==> src/rtl/wdog2_pkg.sv <==
package wdog2_pkg;
  typedef struct packed {
    logic src_fast;  // 1: divided clock drives high stage
    logic stop_dis;  // sticky until reset
  } wdog_ctrl_t;
endpackage

==> src/rtl/wdog2_lo_stage.sv <==
module wdog2_lo_stage #(
  parameter int W = 8
) (
  input  logic clk_i,
  input  logic rst_ni,
  input  logic restart_i,
  output logic uf_o
);
  logic [W-1:0] cnt_q;

  // wrap from zero reloads all ones
  always_ff @(posedge clk_i or negedge rst_ni) begin
    if (!rst_ni)        cnt_q <= '1;
    else if (restart_i) cnt_q <= '1;
    else                cnt_q <= cnt_q - 1'b1;
  end

  assign uf_o = (cnt_q == '0);
endmodule

==> src/rtl/wdog2_prescaler.sv <==
module wdog2_prescaler #(
  parameter int DIV_LOG2 = 4
) (
  input  logic clk_i,
  input  logic rst_ni,
  input  logic restart_i,
  output logic tick_o
);
  localparam int CW = (DIV_LOG2 > 0) ? DIV_LOG2 : 1;

  generate
    if (DIV_LOG2 == 0) begin : g_bypass
      assign tick_o = 1'b1;
    end else begin : g_div
      logic [CW-1:0] cnt_q;
      always_ff @(posedge clk_i or negedge rst_ni) begin
        if (!rst_ni)        cnt_q <= '0;
        else if (restart_i) cnt_q <= '0;
        else                cnt_q <= cnt_q + 1'b1;
      end
      assign tick_o = (cnt_q == '1);
    end
  endgenerate
endmodule

==> src/rtl/wdog2_hi_stage.sv <==
module wdog2_hi_stage #(
  parameter int W    = 8,
  parameter int RD_W = 6
) (
  input  logic            clk_i,
  input  logic            rst_ni,
  input  logic            restart_i,
  input  logic            adv_i,
  output logic            expire_o,
  output logic [RD_W-1:0] rd_o
);
  logic [W-1:0] cnt_q;
  logic         exp_q;

  always_ff @(posedge clk_i or negedge rst_ni) begin
    if (!rst_ni) begin
      cnt_q <= '1;
      exp_q <= 1'b0;
    end else if (restart_i) begin
      cnt_q <= '1;
      exp_q <= 1'b0;
    end else if (adv_i) begin
      cnt_q <= cnt_q - 1'b1;
      exp_q <= (cnt_q == '0);
    end else begin
      exp_q <= 1'b0;
    end
  end

  assign expire_o = exp_q;
  assign rd_o     = cnt_q[W-1 -: RD_W];
endmodule

==> src/rtl/wdog2.sv <==
module wdog2 #(
  parameter int LO_W     = 8,
  parameter int HI_W     = 8,
  parameter int RD_W     = 6,
  parameter int DIV_LOG2 = 4
) (
  input  logic            clk_i,
  input  logic            rst_ni,
  input  logic            wr_en_i,
  input  logic            wr_src_fast_i,
  input  logic            wr_stop_dis_i,
  output logic            rst_req_o,
  output logic            stop_ok_o,
  output logic [RD_W-1:0] hi_rd_o
);
  import wdog2_pkg::*;

  wdog_ctrl_t ctrl_q;
  logic       lo_uf, div_tick, hi_adv;

  always_ff @(posedge clk_i or negedge rst_ni) begin
    if (!rst_ni) begin
      ctrl_q <= '0;
    end else if (wr_en_i) begin
      ctrl_q.src_fast <= wr_src_fast_i;
      ctrl_q.stop_dis <= ctrl_q.stop_dis | wr_stop_dis_i;
    end
  end

  wdog2_lo_stage #(.W(LO_W)) u_lo (
    .clk_i     (clk_i),
    .rst_ni    (rst_ni),
    .restart_i (wr_en_i),
    .uf_o      (lo_uf)
  );

  wdog2_prescaler #(.DIV_LOG2(DIV_LOG2)) u_div (
    .clk_i     (clk_i),
    .rst_ni    (rst_ni),
    .restart_i (wr_en_i),
    .tick_o    (div_tick)
  );

  assign hi_adv = ctrl_q.src_fast ? div_tick : lo_uf;

  wdog2_hi_stage #(.W(HI_W), .RD_W(RD_W)) u_hi (
    .clk_i     (clk_i),
    .rst_ni    (rst_ni),
    .restart_i (wr_en_i),
    .adv_i     (hi_adv),
    .expire_o  (rst_req_o),
    .rd_o      (hi_rd_o)
  );

  assign stop_ok_o = ~ctrl_q.stop_dis;
endmodule


==> config.mk <==
export PLATFORM = sky130hd
export DESIGN_NAME = wdog2
export DESIGN_NICKNAME = d
export VERILOG_FILES = /design/src/rtl/wdog2_pkg.sv /design/src/rtl/wdog2_lo_stage.sv /design/src/rtl/wdog2_prescaler.sv /design/src/rtl/wdog2_hi_stage.sv /design/src/rtl/wdog2.sv
export SDC_FILE = /design/constraint.sdc
export NUM_CORES = 1
export LEC_CHECK = 0
export ABC_AREA = 1
export BUFFER_PORTS_ARGS = -buffer_cell sky130_fd_sc_hd__clkbuf_2
export CAP_MARGIN = 20
export CELL_PAD_IN_SITES_DETAIL_PLACEMENT = 1
export CELL_PAD_IN_SITES_GLOBAL_PLACEMENT = 1
export CORE_MARGIN = 4
export CORE_UTILIZATION = 46
export CTS_CLUSTER_SIZE = 24
export DETAILED_ROUTE_END_ITERATION = 7
export PLACE_DENSITY_LB_ADDON = 0.25
export SYNTH_ARGS = -nofsm -noshare
export SYNTH_HDL_FRONTEND = slang
export SYNTH_SLANG_ARGS = --single-unit
export TNS_END_PERCENT = 100
==> constraint.sdc <==
create_clock -name clk_i -period 2.63 [get_ports clk_i]
set_input_delay 0.6575 -clock clk_i [delete_from_list [all_inputs] [get_ports clk_i]]
set_output_delay 0.6575 -clock clk_i [all_outputs]
set_load 0.01 [all_outputs]
==> results of run 1 <==
-- placed cells by master, fill, tap and decap left out --
cell	n
xor2_1	1
o21ai_0	6
dfrtp_1	7
ha_1	5
nand2_4	1
nand4_1	7
nor3_1	4
nand2_2	1
clkbuf_2	12
nand3b_1	1
clkbuf_4	3
inv_1	20
inv_2	2
nand3_4	3
nand3_1	21
and3_1	1
dfstp_2	16
a21oi_1	2
clkinv_2	1
nor2_1	14
or2_2	1
nor2_2	2
nand2_1	38
-- registers in the layout, summed over array words and instances, names as in the netlist --
name               flops
u_div.g_div.cnt_q      4
u_hi.cnt_q             8
u_hi.expire_o          1
ctrl_q                 2
u_lo.cnt_q             8
-- metal layers --
metal  track usage  part of all wire  vias to the layer above
met5             0                 0                        -
met4        0.0545            0.0066                        0
met3        0.0189             0.023                        2
met2         0.306              0.53                       11
met1         0.236              0.44                      524
li1              -                 -                      529
-- logic make-up after synthesis --
family / synth area share
buffers and inverters: 0.110
AOI/OAI and AO/OA: 0.0304
DFF: 0.452
and+or+nand+nor: 0.354
xor gates and xnor gates: 0.00664
adders and majority gates: 0.0474
-- final cells by class --
type	count	area, um2
Inverter	22	82.6
Clock buffer	3	22.5
Sequential cell	23	596
Multi-Input combinational cell	108	578
Clock inverter	1	5.00
Tap cell	31	38.8
Timing Repair Buffer	12	60.1
Fill cell	363	1380
-- metrics by stage --
step / area, um2 / utilization / power, mW / worst slack [ns]
after floorplan: 1320 / - / 0.476 / 1.30
after global placement: 1360 / 0.491 / 0.497 / 1.11
after detailed placement: 1360 / 0.491 / 0.504 / 1.03
after CTS: 1380 / 0.501 / 0.675 / 0.850
after global routing: 1380 / 0.501 / 0.701 / 0.822
final: 1380 / 0.501 / 0.661 / 0.877
-- report_power, final --
| part | internal, mW | switching, mW |
|---|---|---|
| Sequential | 0.383 | 0.0258 |
| Clock | 0.0567 | 0.109 |
| Combinational | 0.0297 | 0.0566 |
-- final timing paths --
| path | start | to | depth (start not counted) |
|---|---|---|---|
| min in group clk_i | u_div.g_div.cnt_q[0]$_DFF_PN0_ | u_div.g_div.cnt_q[0]$_DFF_PN0_ | 1 |
| worst max-delay path | u_hi.cnt_q[5]$_DFFE_PN1P_ | hi_rd_o[3] | 1 |
| worst min-delay path | rst_ni | ctrl_q[0]$_DFFE_PN0P_ | 1 |
| worst max register to register | u_lo.cnt_q[0]$_DFF_PN1_ | u_hi.cnt_q[7]$_DFFE_PN1P_ | 8 |
| worst min register to register | u_div.g_div.cnt_q[0]$_DFF_PN0_ | u_div.g_div.cnt_q[0]$_DFF_PN0_ | 1 |
| max in group asynchronous | rst_ni | u_lo.cnt_q[2]$_DFF_PN1_ | 1 |
==> results by group, run 1 <==
Critical path
  • Crit-path leading delay family: flip-flops
  • CP bufs+invs: 1
  • Crit. End Element: output port
  • CP arrival: 1.10 ns
  • Crit path max fanout: 7
  • Req. time, crit path: 1.97 ns
  • Startpoint types: flop
  • CP max stage cell: dfstp_2
  • Max stage delay on crit path: 0.63 ns
  • Critical path class: flop to output port
  • Reg2reg setup slack: 1.17 ns
  • CP Cell Sequence: clkbuf_2

Timing
  • Hold WS: 0.313 ns
  • Post-route clock period utilization: 0.667
  • RSZ-0062 raised after global routing: false
  • Setup TNS: 0 ns
  • Fmax: 570 MHz
  • Worst Max-Slew Pin Slew: 0.578 ns
  • Final-report max-slew violation count: 0
  • Worst slew margin: 0.614
  • Final hold vios: 0
  • Final setup vio count: 0
  • Tmin final: 1.75 ns
  • Worst Clk Skew: 0.00676 ns

Clock tree
  • Post-CTS resize count: 0
  • Register clock-pin slew on the reported worst setup and hold paths: 0.13 ns
  • Clock sinks: 23
  • CTS tree: built
  • CTS Buffer Depth: 2
  • Hold-fix buffers at CTS: 0
  • H-tree depth: 1
  • Post-CTS Setup Bufs: 0
  • TritonCTS buffer count: 3
  • Clk root buf: clkbuf_4
  • Worst-skew pair later-pin latency: 0.31 ns

Die
  • Die area: 3790 um2
  • Initial Util: 0.478
  • IO Pins: 13
  • Die Y: 61.5 um
  • Core ar.: 2760 um2
  • Die span in x: 61.5 um
  • Core Rows: 19

Detailed routing
  • Drt pass-1 iters: 4
  • Number of DRC markers in iteration 0: 30
  • Post-Route WL: 3010 um
  • DR WL/cell: 15.0 um
  • Antenna Nets Post-Route: 0
  • Vias per cell: 5.33
  • Via Count: 1,066
  • # DRC: 0

Global routing
  • First-pass GRT wire length: 4990 um
  • Initial antenna violation count: 0
  • All-layer global routing usage: 0.179
  • Vias in the first global route: 1,093
  • Total grt overflow: 0
  • Largest net degree at the start of global routing: 24

Outcome
  • Status: finished, final reports clean

Logic synthesis
  • Synth Flop Type: dfstp_2
  • Avg Cell Area, Syn: 8.14 um2
  • Top-area cell type share of the netlist area: 0.319
  • Post-synthesis sequential area ratio: 0.452
  • Post-synth top cells: nand2_1 (38), nand3_1 (21), inv_1 (20)
  • Yosys reg bits: 23
  • Number of enable flip-flop cells after synthesis: 0
  • Count of different cell masters after synthesis: 22
  • Yosys warning count: 0
  • Mapped Cells: 162
  • Syn_nets: 172
  • Cell area after synthesis: 1320 um2
  • Synth area leaders: dfstp_2 (32%), dfrtp_1 (13%), nand2_1 (11%)
  • Count leader, synth: nand2_1
  • FFs w/ async S/R, synth: 1.00
  • Synth area leader: dfstp_2

Final layout
  • Share of cells above drive strength 1: 0.249
  • Ant diodes: 0
  • Layout area overhead: 4.84%
  • Nets: 180
  • Post-Layout Cell Count: 200

Placed design
  • Cell count after placement: 196
  • GP Congestion: 0.835
  • HPWL Detailed: 2330 um
  • Input/output buffers: 12

Power
  • Pwr Density: 478 nW/um2
  • Leakage: 0.723 nW
  • Worst VDD drop: 0.000291 V

Min path
  • Hold Path Class: input port to async pin

Job
  • Max-Cap Viols: 0
Note: power is estimated with default switching activity, not from simulation.
==> inputs of run 2 (changes only) <==
CORE_UTILIZATION = 39   (was 46)
clock period = 1.5 ns   (was 2.63 ns; I/O delays follow)
==> run 2 against run 1 <==
  * Critical path type unchanged
  * First-iteration DRC count did not move
  * Register-to-register slack got worse by 1.1 ns
  * Design area rose by 5.7%
  * Routed wire length rose by 4.0%
  * Combinational power rose by 100%
  * Worst setup slack got worse by 0.84 ns
  * Global-route usage fell by 1.9 points
  * Largest cell class is now multi-input gates
  * Final cell count rose by 9.0%
  * The flow now finishes with violations (negative hold slack)
  * Sequential share of layout area fell by 2.3 points
  * Die area rose by 16%
  * Clock power rose by 92%
  * Critical path depth did not move
==> results by group, run 2 (synthesis results as in run 1) <==
Timing
  • Fmax: 682 MHz
  • Worst Max-Slew Pin Slew: 0.564 ns
  • Tmin final: 1.47 ns
  • Final hold vios: 6
  • Worst Clk Skew: 0.0181 ns
  • Final setup vio count: 0
  • Post-route clock period utilization: 0.977
  • Final-report max-slew violation count: 0
  • Hold WS: -0.00283 ns
  • Worst slew margin: 0.624
  • Setup TNS: 0 ns

Global routing
  • Largest net degree at the start of global routing: 24
  • Total grt overflow: 0
  • All-layer global routing usage: 0.160
  • GR Layer Usage met1: 0.214
  • Vias in the first global route: 1,138
  • Met2 Use GR: 0.263
  • GR met3 Demand/Resource: 0.0221
  • First-pass GRT wire length: 5290 um
  • Initial antenna violation count: 0
  • Gr busiest metal: met2

Clock tree
  • Worst-skew pair later-pin latency: 0.34 ns
  • TritonCTS buffer count: 3
  • Register clock-pin slew on the reported worst setup and hold paths: 0.15 ns
  • Hold-fix buffers at CTS: 0
  • H-tree depth: 1
  • Clock sinks: 23
  • CTS tree: built
  • CTS Buffer Depth: 2
  • Clk root buf: clkbuf_4

Final layout
  • Multi-input gate area: 608 um2
  • Post-Layout Cell Count: 218
  • Layout area overhead: 10.8%
  • Finished Cell Area: 1460 um2
  • Leading registers by flop count: u_hi.cnt_q x8, u_lo.cnt_q x8, u_div.g_div.cnt_q x4
  • Share of cells above drive strength 1: 0.322
  • Nets: 185
  • Ant diodes: 0
  • FF+latch area: 596 um2
  • Most frequent cells in the layout: nand2_1 (33), nand3_1 (21), inv_1 (19), dfstp_2 (16), nor2_1 (13)
  • Most common cell after layout, fill and taps aside: nand2_1
  • Fillers: 406

Die
  • Die Y: 66.2 um
  • Initial Util: 0.418
  • Core ar.: 3150 um2
  • Die span in x: 66.2 um
  • IO Pins: 13
  • Core Rows: 20
  • Die area: 4380 um2

Power
  • Leakage: 0.732 nW
  • Total power draw: 1.20 mW
  • Pwr Density: 823 nW/um2
  • Worst VDD drop: 0.000303 V

Detailed routing
  • Via Count: 1,102
  • Post-Route WL: 3130 um
  • Number of DRC markers in iteration 0: 30
  • Drt pass-1 iters: 4
  • Vias per cell: 5.06
  • DR WL/cell: 14.4 um
  • Antenna Nets Post-Route: 0
  • # DRC: 0

Placed design
  • Placed Area: 1390 um2
  • Input/output buffers: 12
  • HPWL Detailed: 2300 um
  • Cell count after placement: 211
  • GP Congestion: 0.799

Critical path
  • Worst Reg-to-Reg Cells: 8
  • Reg2reg setup slack: 0.07 ns
  • CP Cell Sequence: clkbuf_2
  • Req. time, crit path: 1.12 ns
  • CP max stage cell: dfstp_2
  • CP arrival: 1.09 ns
  • Crit path max fanout: 6
  • Startpoint types: flop
  • Crit-path leading delay family: flip-flops
  • CP startpoint: u_hi.cnt_q[2]$_DFFE_PN1P_
  • Critical path class: flop to output port
  • Crit Reg-Reg Startpoint: u_hi.cnt_q[0]$_DFFE_PN1P_
  • Critical path depth: 1
  • Max stage delay on crit path: 0.62 ns
  • Crit. End Element: output port
  • Worst setup path endpoint: hi_rd_o[0]
  • CP bufs+invs: 1
  • FF-to-FF End: u_hi.cnt_q[6]$_DFFE_PN1P_

Outcome
  • Status: finished, violations left
  • Failing checks: negative hold slack

Job
  • Max-Cap Viols: 0

Min path
  • Hold Path Class: input port to async pin
## run 2: cell count changes in the layout (fill, tap and decap cells not counted)
cell / previous run / this run
nand2_1: 38 / 33
inv_1: 20 / 19
clkinvlp_4: 0 / 1
ha_1: 5 / 3
nand3_2: 0 / 1
clkinv_2: 1 / 0
inv_2: 2 / 3
ha_2: 0 / 2
nor2_2: 2 / 3
buf_4: 0 / 4
nand2_2: 1 / 6
nor2_1: 14 / 13
## run 2: how the worst min path moves through the flow
stage	startpoint	endpoint	slack, ns	cells past startpoint
3_3_place_gp	rst_ni	u_div.g_div.cnt_q[0]$_DFF_PN0_	0.39	1
2_1_floorplan	rst_ni	ctrl_q[0]$_DFFE_PN0P_	0.08	0
6_report	rst_ni	u_div.g_div.cnt_q[1]$_DFF_PN0_	-0.003	1
4_1_cts	rst_ni	u_div.g_div.cnt_q[1]$_DFF_PN0_	0.01	1
5_1_grt	rst_ni	u_div.g_div.cnt_q[1]$_DFF_PN0_	0.04	1
3_5_place_dp	rst_ni	u_div.g_div.cnt_q[1]$_DFF_PN0_	0.40	1
## run 2: layout make-up
class,count,area share
repair buffers,16,0.0616
well taps,44,0.0377
clock buffers,3,0.0154
multi-input cells,109,0.416
flip-flops and latches,23,0.408
clock inverters,1,0.00514
inverters,22,0.0565
## run 2: routing by layer
| layer | share of wire | vias up |
|---|---|---|
| met4 | 0.015 | 0 |
| met2 | 0.48 | 12 |
| li1 | - | 545 |
| met5 | 0 | - |
| met3 | 0.025 | 5 |
| met1 | 0.48 | 540 |
## run 2: stage by stage
step | util | setup slack (ns) | hold slack, ns
2_1_floorplan | - | 0.166 | 0.0794
3_3_place_gp | 0.440 | 0.115 | 0.392
3_5_place_dp | 0.440 | 0.0799 | 0.395
4_1_cts | 0.449 | 0.0301 | 0.0142
5_1_grt | 0.463 | -0.0179 | 0.0409
6_report | 0.463 | 0.0341 | -0.00283
## run 2: repair_timing
item | 4_1_cts | 5_1_grt
resized for setup | 0 | 9
endpoints found under the setup margin | 0 | 11
setup buffers | 0 | 2
## run 2: power by group
group          internal (mW)  total, mW  switching (mW)  leakage (nW)
clock network          0.102      0.318           0.215        0.0139
logic                 0.0639      0.174           0.110         0.462
registers              0.672      0.712          0.0395         0.257
